File: src/rtl/crb_pkg.sv
package crb_pkg;
  typedef logic [4:0] word_t;

  // word indices (byte offset / 4)
  localparam word_t W_LOC_STATE = 5'd0;
  localparam word_t W_LOC_CTRL  = 5'd2;
  localparam word_t W_LOC_STS   = 5'd3;
  localparam word_t W_ID_LO     = 5'd12;
  localparam word_t W_ID_HI     = 5'd13;
  localparam word_t W_REQ       = 5'd16;
  localparam word_t W_STATUS    = 5'd17;
  localparam word_t W_CANCEL    = 5'd18;
  localparam word_t W_START     = 5'd19;
  localparam word_t W_CMD_SIZE  = 5'd22;
  localparam word_t W_CMD_LO    = 5'd23;
  localparam word_t W_CMD_HI    = 5'd24;
  localparam word_t W_RSP_SIZE  = 5'd25;
  localparam word_t W_RSP_LO    = 5'd26;
  localparam word_t W_RSP_HI    = 5'd27;

  localparam int BIT_ASSIGNED = 1;
  localparam int BIT_VALID    = 7;
  localparam int BIT_ERR      = 0;
  localparam int BIT_IDLE     = 1;
endpackage

File: src/rtl/crb_locality.sv
module crb_locality (
  input  logic       clk,
  input  logic       rst_n,
  input  logic       ctrl_wr,
  input  logic [1:0] ctrl_bits,
  output logic       assigned
);
  always_ff @(posedge clk or negedge rst_n) begin
    if (!rst_n) assigned <= 1'b0;
    else if (ctrl_wr) begin
      if (ctrl_bits[1])      assigned <= 1'b0;
      else if (ctrl_bits[0]) assigned <= 1'b1;
    end
  end

  // relinquish wins and clears ownership
  a_r2_relinquish: assert property (@(posedge clk) disable iff (!rst_n)
    (ctrl_wr && ctrl_bits[1]) |=> !assigned);
  // request grants ownership
  a_r2_request: assert property (@(posedge clk) disable iff (!rst_n)
    (ctrl_wr && ctrl_bits[0] && !ctrl_bits[1]) |=> assigned);
  // ownership moves only on a control write
  a_r2_hold: assert property (@(posedge clk) disable iff (!rst_n)
    !ctrl_wr |=> $stable(assigned));
endmodule

File: src/rtl/crb_power.sv
module crb_power #(
  parameter int ACK_LAT = 4
) (
  input  logic       clk,
  input  logic       rst_n,
  input  logic       req_wr,
  input  logic [1:0] req_bits,
  output logic [1:0] pend,
  output logic       idle
);
  localparam int CW = $clog2(ACK_LAT + 2);
  logic [CW-1:0] cnt;
  logic          new_req;

  assign new_req = req_wr && (req_bits != 2'b00);

  always_ff @(posedge clk or negedge rst_n) begin
    if (!rst_n) begin
      pend <= 2'b00;
      cnt  <= '0;
      idle <= 1'b1;
    end else if (new_req) begin
      pend <= pend | req_bits;
      if (pend == 2'b00) cnt <= CW'(ACK_LAT);
    end else if (pend != 2'b00) begin
      if (cnt <= CW'(1)) begin
        pend <= 2'b00;
        idle <= !pend[0];
      end else begin
        cnt <= cnt - CW'(1);
      end
    end
  end

  // pending bits only clear as a whole, never change otherwise
  a_r3_clear_whole: assert property (@(posedge clk) disable iff (!rst_n)
    (pend != 2'b00 && !new_req) |=> (pend == 2'b00 || pend == $past(pend)));
  // completed ready request leaves the device active
  a_r4_ready_clears_idle: assert property (@(posedge clk) disable iff (!rst_n)
    $fell(pend[0]) |-> !idle);
  // completed idle-only request sets idle
  a_r4_idle_sets: assert property (@(posedge clk) disable iff (!rst_n)
    ($fell(pend[1]) && !$past(pend[0])) |-> idle);
endmodule

File: src/rtl/crb_exec.sv
module crb_exec #(
  parameter int LAT_W = 8
) (
  input  logic             clk,
  input  logic             rst_n,
  input  logic             gate,
  input  logic             err,
  input  logic             start_wr,
  input  logic             cancel_wr,
  input  logic             wbit,
  input  logic [LAT_W-1:0] lat,
  output logic             start,
  output logic             cancel
);
  logic [LAT_W-1:0] cnt;

  always_ff @(posedge clk or negedge rst_n) begin
    if (!rst_n) begin
      start  <= 1'b0;
      cancel <= 1'b0;
      cnt    <= '0;
    end else if (cancel_wr && gate) begin
      cancel <= wbit;
      if (wbit) start <= 1'b0;
    end else if (start_wr && wbit && gate && !start && !err) begin
      start <= 1'b1;
      cnt   <= (lat == '0) ? LAT_W'(1) : lat;
    end else if (start) begin
      if (cnt <= LAT_W'(1)) start <= 1'b0;
      else                  cnt   <= cnt - LAT_W'(1);
    end
  end

  // a launch only happens when allowed
  a_r6_launch_gated: assert property (@(posedge clk) disable iff (!rst_n)
    $rose(start) |-> $past(gate && !err && start_wr));
  // an accepted cancel stops execution
  a_r7_cancel_stops: assert property (@(posedge clk) disable iff (!rst_n)
    (cancel_wr && gate && wbit) |=> !start);
  // cancel changes only under the gate
  a_r6_cancel_gated: assert property (@(posedge clk) disable iff (!rst_n)
    !$stable(cancel) |-> $past(gate && cancel_wr));
endmodule

File: src/rtl/crb_responder.sv
module crb_responder
  import crb_pkg::*;
#(
  parameter int          ADDR_W   = 7,
  parameter int          LAT_W    = 8,
  parameter int          ACK_LAT  = 4,
  parameter logic [63:0] IF_ID    = 64'h0000_0000_1A2B_0F41,
  parameter logic [63:0] CMD_ADDR = 64'h0000_0000_FED4_0080,
  parameter logic [31:0] CMD_SIZE = 32'h0000_0F80,
  parameter logic [63:0] RSP_ADDR = 64'h0000_0000_FED4_0080,
  parameter logic [31:0] RSP_SIZE = 32'h0000_0F80
) (
  input  logic              clk,
  input  logic              rst_n,
  input  logic              req_valid,
  output logic              req_ready,
  input  logic              req_write,
  input  logic [ADDR_W-1:0] req_addr,
  input  logic [31:0]       req_wdata,
  output logic              rsp_valid,
  input  logic              rsp_ready,
  output logic [31:0]       rsp_rdata,
  input  logic              fault,
  input  logic [LAT_W-1:0]  exec_latency
);
  localparam logic [31:0] EFF_RSP_SIZE = (CMD_ADDR == RSP_ADDR) ? CMD_SIZE : RSP_SIZE;

  logic        fire, hit, wr;
  word_t       widx;
  logic        assigned, idle, start, cancel, err_q;
  logic [1:0]  pend;
  logic [31:0] rd;
  logic        unused_bits;

  assign req_ready   = !rsp_valid;
  assign fire        = req_valid && req_ready;
  assign widx        = req_addr[6:2];
  assign hit         = ((req_addr >> 7) == '0) && (req_addr[1:0] == 2'b00);
  assign wr          = fire && req_write && hit;
  assign unused_bits = ^req_wdata[31:2];

  crb_locality u_loc (
    .clk(clk), .rst_n(rst_n),
    .ctrl_wr(wr && widx == W_LOC_CTRL),
    .ctrl_bits(req_wdata[1:0]),
    .assigned(assigned)
  );

  crb_power #(.ACK_LAT(ACK_LAT)) u_pwr (
    .clk(clk), .rst_n(rst_n),
    .req_wr(wr && widx == W_REQ),
    .req_bits(req_wdata[1:0]),
    .pend(pend), .idle(idle)
  );

  crb_exec #(.LAT_W(LAT_W)) u_exec (
    .clk(clk), .rst_n(rst_n),
    .gate(assigned && !idle),
    .err(err_q),
    .start_wr(wr && widx == W_START),
    .cancel_wr(wr && widx == W_CANCEL),
    .wbit(req_wdata[0]),
    .lat(exec_latency),
    .start(start), .cancel(cancel)
  );

  always_comb begin
    rd = 32'h0;
    if (hit && !req_write) begin
      case (widx)
        W_LOC_STATE: begin
          rd[BIT_VALID]    = 1'b1;
          rd[BIT_ASSIGNED] = assigned;
        end
        W_LOC_STS:  rd[0] = assigned;
        W_ID_LO:    rd = IF_ID[31:0];
        W_ID_HI:    rd = IF_ID[63:32];
        W_REQ:      rd[1:0] = pend;
        W_STATUS: begin
          rd[BIT_ERR]  = err_q;
          rd[BIT_IDLE] = idle;
        end
        W_CANCEL:   rd[0] = cancel;
        W_START:    rd[0] = start;
        W_CMD_SIZE: rd = CMD_SIZE;
        W_CMD_LO:   rd = CMD_ADDR[31:0];
        W_CMD_HI:   rd = CMD_ADDR[63:32];
        W_RSP_SIZE: rd = EFF_RSP_SIZE;
        W_RSP_LO:   rd = RSP_ADDR[31:0];
        W_RSP_HI:   rd = RSP_ADDR[63:32];
        default:    rd = 32'h0;
      endcase
    end
  end

  always_ff @(posedge clk or negedge rst_n) begin
    if (!rst_n) begin
      rsp_valid <= 1'b0;
      rsp_rdata <= 32'h0;
      err_q     <= 1'b0;
    end else begin
      if (fire) begin
        rsp_valid <= 1'b1;
        rsp_rdata <= rd;
      end else if (rsp_ready) begin
        rsp_valid <= 1'b0;
      end
      if (fault) err_q <= 1'b1;
    end
  end

  // a stalled response holds its data
  a_r1_hold_response: assert property (@(posedge clk) disable iff (!rst_n)
    (rsp_valid && !rsp_ready) |=> (rsp_valid && $stable(rsp_rdata)));
  // the error flag is sticky
  a_r8_sticky_error: assert property (@(posedge clk) disable iff (!rst_n)
    err_q |=> err_q);
endmodule

File: config.mk
export PLATFORM = sky130hd
export DESIGN_NAME = crb_responder
export DESIGN_NICKNAME = d
export VERILOG_FILES = /design/src/rtl/crb_pkg.sv /design/src/rtl/crb_locality.sv /design/src/rtl/crb_power.sv /design/src/rtl/crb_exec.sv /design/src/rtl/crb_responder.sv
export SDC_FILE = /design/constraint.sdc
export NUM_CORES = 1
export LEC_CHECK = 0
export BUFFER_PORTS_ARGS = -buffer_cell sky130_fd_sc_hd__buf_2
export CORE_MARGIN = 4
export CORE_UTILIZATION = 39
export DETAILED_ROUTE_END_ITERATION = 10
export PLACE_DENSITY_LB_ADDON = 0.12
export SYNTH_ARGS = -nofsm -noshare
export SYNTH_HDL_FRONTEND = slang
export SYNTH_SLANG_ARGS = --single-unit
export TNS_END_PERCENT = 50
File: constraint.sdc
create_clock -name clk -period 2.3 [get_ports clk]
set_input_delay 0.46 -clock clk [delete_from_list [all_inputs] [get_ports clk]]
set_output_delay 0.46 -clock clk [all_outputs]
set_load 0.03 [all_outputs]
### Word-level counts from Yosys, hierarchy flattened

Index checks and enable logic that the tools add are counted.

| word-level totals | value |
|---|---|
| logic and storage cells | 97 |
| output and inout bits | 34 |
| input port bits | 53 |
| bits in registers | 51 |

| operators by class | value |
|---|---|
| reduce and logical (&&, ||, !) cells | 39 |
| add/subtract/negate cells | 2 |
| muxes and demuxes | 26 |
| equality and inequality tests | 15 |
| order comparisons | 2 |
| bitwise gates (word level) | 3 |

Operators by type and width:

| cell | number |
|---|---|
| 24-bit case mux with 3 select lines | 1 |
| 5-bit == test, second input constant | 8 |
| 32-bit 2-to-1 mux | 1 |
| 8-bit 2-to-1 mux | 4 |
| 1-bit logical AND | 15 |
| 3-bit 2-to-1 mux | 4 |
| 2-bit nonzero test | 6 |
| 5-bit by 2-bit == test with 1-bit output, second input constant | 2 |
| 1-bit 2-to-1 mux | 10 |
| 3-bit AND reduction | 3 |
| 8-bit by 1-bit less-or-equal comparator with 1-bit output, second input constant | 1 |
| 8-bit logical NOT | 1 |
| 8-bit by 1-bit subtractor with 8-bit output, second input constant | 1 |
| 1-bit logical NOT | 6 |
| 2-bit 2-to-1 mux | 3 |
| 1-bit case mux with 6 select lines | 1 |
| 5-bit by 4-bit == test with 1-bit output, second input constant | 1 |
| 5-bit logical NOT | 1 |
| 5-bit 2-to-1 mux | 1 |
| 5-bit OR reduction | 1 |
| 2-bit logical NOT | 2 |
| 2-bit by 1-bit != test with 1-bit output, second input constant | 2 |
| 2-bit != test, second input constant | 2 |
| 2-bit AND reduction | 2 |
| other kinds (6) | 8 |

### Depth between registers and ports, before layout

| depth | value |
|---|---|
| depth after elaboration | 11 |
| depth in mapped cells | 8 |
| gate-level depth less buffers | 7 |

### Hierarchy

A second synthesis with hierarchy kept.

| second synthesis, totals | value |
|---|---|
| cell total of the unflattened synthesis | 198 |
| area, all modules | 1875.5 µm² |

Modules (own cells, without submodules):

| module | sequential area each (µm²) | cells an instance | area an instance (µm²) | times used |
|---|---|---|---|---|
| crb_responder | 250.2 | 94 | 840.8 | 1 |
| crb_exec | 250.2 | 64 | 656.9 | 1 |
| crb_power | 151.4 | 37 | 342.8 | 1 |
| crb_locality | 25.0 | 3 | 35.0 | 1 |

### Worst setup path before layout

No wires, ideal clock.

| path | value |
|---|---|
| kind | reg2reg |
| start | register rsp_valid |
| end | register u_exec.cnt[3] |
| buffers on the path | 2 |
| data required time | 2.174 ns |
| library setup time | 0.126 ns |
| clock period less this slack | 2.187 ns |
| setup slack | 0.113 ns |
| stages on the path, launching flop included | 7 |
| arrival | 2.061 ns |
| cell sequence | dfrtp_1 -> or4b_1 -> or4_1 -> buf_2 -> buf_6 -> o22ai_1 -> a21oi_1 |

| between the ends | value |
|---|---|
| word-level cells in the longest chain between the ends | 11 |
| elaborated cells on any way between the ends | 16 |
| classes of those cells | eq/ne (1); mux (1); bitwise (1); reduce/logical (13) |

Ends and longest elaborated chain:

| element | RTL line | source |
|---|---|---|
| from (decl) | crb_responder.sv:20 | `output logic rsp_valid,` |
| from (signal assigned) | crb_responder.sv:98 | `rsp_valid <= 1'b0;` |
| from (signal assigned) | crb_responder.sv:103 | `rsp_valid <= 1'b1;` |
| from (signal assigned) | crb_responder.sv:106 | `rsp_valid <= 1'b0;` |
| 1-bit logical NOT (*) | crb_responder.sv:35 | `assign req_ready = !rsp_valid;` |
| 1-bit logical AND (*) | crb_responder.sv:36 | `assign fire = req_valid && req_ready;` |
| 1-bit logical AND (*) (2 in a row) | crb_responder.sv:39 | `assign wr = fire && req_write && hit;` |
| 1-bit logical AND | crb_responder.sv:60 | `.start_wr(wr && widx == W_START),` |
| 1-bit logical AND (4 in a row) | crb_exec.sv:25 | `end else if (start_wr && wbit && gate && !start && !err) begin` |
| 2-bit by 1-bit != test with 1-bit output (no line) or 2-bit nonzero test (tied branches) | -- |  |
| 3-bit AND reduction (no line) | -- |  |
| to (signal assigned) | crb_exec.sv:27 | `cnt <= (lat == '0) ? LAT_W'(1) : lat;` |
| to (signal assigned) | crb_exec.sv:30 | `else cnt <= cnt - LAT_W'(1);` |
| to (decl) | crb_exec.sv:15 | `logic [LAT_W-1:0] cnt;` |

Every way passes the cells marked *; elsewhere a longest branch is shown, timed or not.
A chain may end at the register's enable or synchronous reset.

### Final worst setup path

| path | value |
|---|---|
| start | register rsp_valid |
| end | register u_exec.cnt[6] |

Same word-level chain as after synthesis.

==> run_results.csv <==
group,metric,value,unit
grt,grt_pass1_vias,1360,
finish,diodes,0,
worst_setup_path,cp_max_fo,12,
worst_setup_path,r2r_cells,6,
synth,netlist_instances,203,
pwr,power_frac_seq,53.0,%
clock_tree,cts_buffers,3,
timing,rsz0062_at_grt,"false",
grt,grt_remaining_overflow,0,
floorplanning,die_y,75.5,um
timing,slew_violations,0,
drt,totalWireLength,3950,um
clock_tree,cts.clk_slew.worst_paths,100,ps
timing,fin_hold_ws,193,ps
clock_tree,postCtsHoldBufs,0,
pwr,cellPowerDensity,467,nW/um2
worst_setup_path,worstSetupStartpoint,"rsp_valid",
finish,layout_common_cells,"47 x buf_2, 27 x nand2_1, 26 x dfrtp_1, 16 x a21oi_1",
run,max_cap_violations,0,
clock_tree,cts.sink_count,27,
pwr,swShare,29.8,%
clock_tree,worstSkewPairLatency,280,ps
timing,setup_viol,0,
pwr,p_comb_share,17.2,%
pwr,cellInternalPower,0.663,mW
floorplanning,rows,24,
min_path,hp-class,"in -> async",
synth,netlist_area,1780,um2
placement,gp_congestion,0.805,
drt,dr.pass1.iters,4,
worst_setup_path,cp.required,2500,ps
synth,synth_edf_count,0,
synth,yosysUniqueCellTypes,48,
floorplanning,num_io_pins,87,
timing,fin_skew,7.70,ps
grt,grt_pass1_wl,6310,um
synth,yosysWarnings,0,
timing,slew_headroom,56.9,%
clock_tree,clockRootBuffer,"clkbuf_8",
floorplanning,dieArea,5700,um2
synth,syn_avg_cell_area,8.75,um2
clock_tree,ctsLongestPathBuffers,2,
synth,async_reset_ff_share,100,%
drt,drt-initial-drc-count,77,
clock_tree,cts_tree,"done",
drt,avgRoutedWirePerCell,13.5,um
worst_setup_path,rrSetupSlack,90,ps
pwr,p_sw,0.281,mW
grt,grt_max_degree,28,
worst_setup_path,worstSetupStartpointType,"flip-flop",
synth,ys_seq_elements,27,
synth,ys.flop_type,"dfrtp_1",
finish,layout_commonest_cell,"buf_2",
timing,fin_crit_sh,95.9,%
worst_setup_path,critical_path_class,"reg -> reg",
clock_tree,postCtsSetupRepairBufs,0,
worst_setup_path,critical_path_arrival,2410,ps
finish,stdcell_area,2020,um2
placement,io_buffer_count,47,
timing,worst_pin_slew,646,ps
placement,place_area,1960,um2
clock_tree,cts_resized,0,
floorplanning,fp.coreArea,4380,um2
grt,grtUsageTotal,14.2,%
synth,ys_seq_area_share,38.1,%
placement,dpl.hpwl,3080,um
worst_setup_path,rr_endpoint,"u_exec.cnt[6]",
pwr,clkPwrFrac,29.9,%
pwr,leakage,1.02,nW
drt,antenna_left,0,
worst_setup_path,worstReg2RegStart,"rsp_valid",
status,status,"finished, final reports clean",
drt,drc,0,
floorplanning,dieWidth,75.5,um
clock_tree,htreeDepth,1,
grt,antenna_found_initial,0,
finish,postLayoutCoreUtil,46.1,%
drt,vias_per_cell,5.25,
pwr,ir_drop,0.235,mV
floorplanning,initial_core_util,40.5,%
worst_setup_path,end_kind,"flip-flop",
finish,nets,300,
drt,dr_total_vias,1539,
timing,clock.fmax,0.453,GHz
timing,fin_crit,2210,ps
finish,area_growth,13.7,%
finish,instances_no_fill,293,
finish,layout-drive-gt1-share,29.9,%
finish,fill_cells,454,
placement,dp_cells,289,
timing,finalHoldViolCount,0,
-- critical path, cell delays in order, from the launching register on --
cell and delay [ps]:
dfrtp_1 420, or4b_1 600, or4_4 600, buf_4 210, o21ai_0 90, a21oi_1 90
a21oi_1 120
-- state kept, by name, summed over array words and instances (netlist names) --
signal	count
u_loc.assigned	1
rsp_rdata	8
u_pwr.pend	2
u_exec.start	1
u_pwr.idle	1
u_pwr.cnt	3
err_q	1
rsp_valid	1
u_exec.cnt	8
u_exec.cancel	1
-- layer usage --
metal | wire (um) | up-vias | track usage, %
li1 | - | 765 | -
met1 | 1900 | 729 | 20.1
met2 | 1810 | 39 | 22.4
met3 | 205 | 6 | 2.24
met4 | 31 | 0 | 3.88
met5 | 0 | - | 0
-- worst max-delay path by stage --
stage | end | slack [ps] | cells past startpoint
final | u_exec.cnt[6] | 90 | 6
after detailed placement | u_exec.cnt[1] | -80 | 6
after CTS | u_exec.cnt[5] | 50 | 6
after global placement | u_exec.cnt[1] | -90 | 6
after floorplan | u_exec.cnt[3] | 110 | 6
after global routing | u_exec.cnt[6] | 5 | 6
-- kinds of logic (layout without fill, tap and decap cells) --
family                     Yosys count  count (layout)  share of synthesized area, %
DFF                                 27              27                          38.1
muxes                                3               3                          2.47
AOI/OAI and AO/OA                   51              51                          18.5
other                                1               9                         0.211
and+or+nand+nor                     73              73                          22.3
adders and majority gates            5               5                          3.52
buffers and inverters               43              73                          14.8
-- cell type report --
cell class              instances  area, um2  share of cell area [%]
repair buffers                 57        310                    15.4
flip-flops and latches         27        677                    33.5
well taps                      52       65.1                    3.22
multi-input cells             141        873                    43.2
inverters                      12       45.0                    2.23
clock buffers                   3       41.3                    2.04
clock inverters                 1       7.51                   0.372
-- cells in the mapped netlist, types with 2 or more instances --
| library cell | n | area, um2 |
|---|---|---|
| a21oi_1 | 16 | 80.1 |
| a2bb2oi_1 | 2 | 17.5 |
| buf_2 | 3 | 15.0 |
| buf_4 | 24 | 180 |
| clkbuf_1 | 3 | 11.3 |
| dfrtp_1 | 26 | 651 |
| ha_1 | 5 | 62.6 |
| inv_1 | 12 | 45.0 |
| nand2_1 | 27 | 101 |
| nand2b_1 | 5 | 31.3 |
| nand3_1 | 6 | 30.0 |
| nand3b_1 | 2 | 15.0 |
| nand4_1 | 2 | 12.5 |
| nor2_1 | 10 | 37.5 |
| nor3_1 | 2 | 10.0 |
| nor3b_1 | 2 | 15.0 |
| o21ai_0 | 12 | 60.1 |
| o21ai_1 | 3 | 15.0 |
| o21bai_1 | 2 | 15.0 |
| o22ai_1 | 4 | 25.0 |
| o41ai_2 | 2 | 32.5 |
| or2_2 | 2 | 12.5 |
| or4_1 | 5 | 37.5 |
| or4b_2 | 2 | 20.0 |
-- power by group through the flow --
stage / logic [mW] / registers, mW / clock network (mW)
global placement: 0.161 / 0.509 / 0
floorplan: 0.104 / 0.515 / 0
detailed placement: 0.163 / 0.509 / 0
global route: 0.181 / 0.503 / 0.316
CTS: 0.163 / 0.500 / 0.299
finish: 0.162 / 0.500 / 0.282
-- per-stage QoR --
step / setup TNS (ps) / power (mW) / setup WS, ps
6_report: 0 / 0.944 / 94.9
5_1_grt: 0 / 1.00 / 5.47
4_1_cts: 0 / 0.962 / 50.8
3_5_place_dp: -607 / 0.672 / -83.2
3_3_place_gp: -551 / 0.670 / -87.0
2_1_floorplan: 0 / 0.620 / 113
Note: power is estimated with default switching activity, not from simulation.
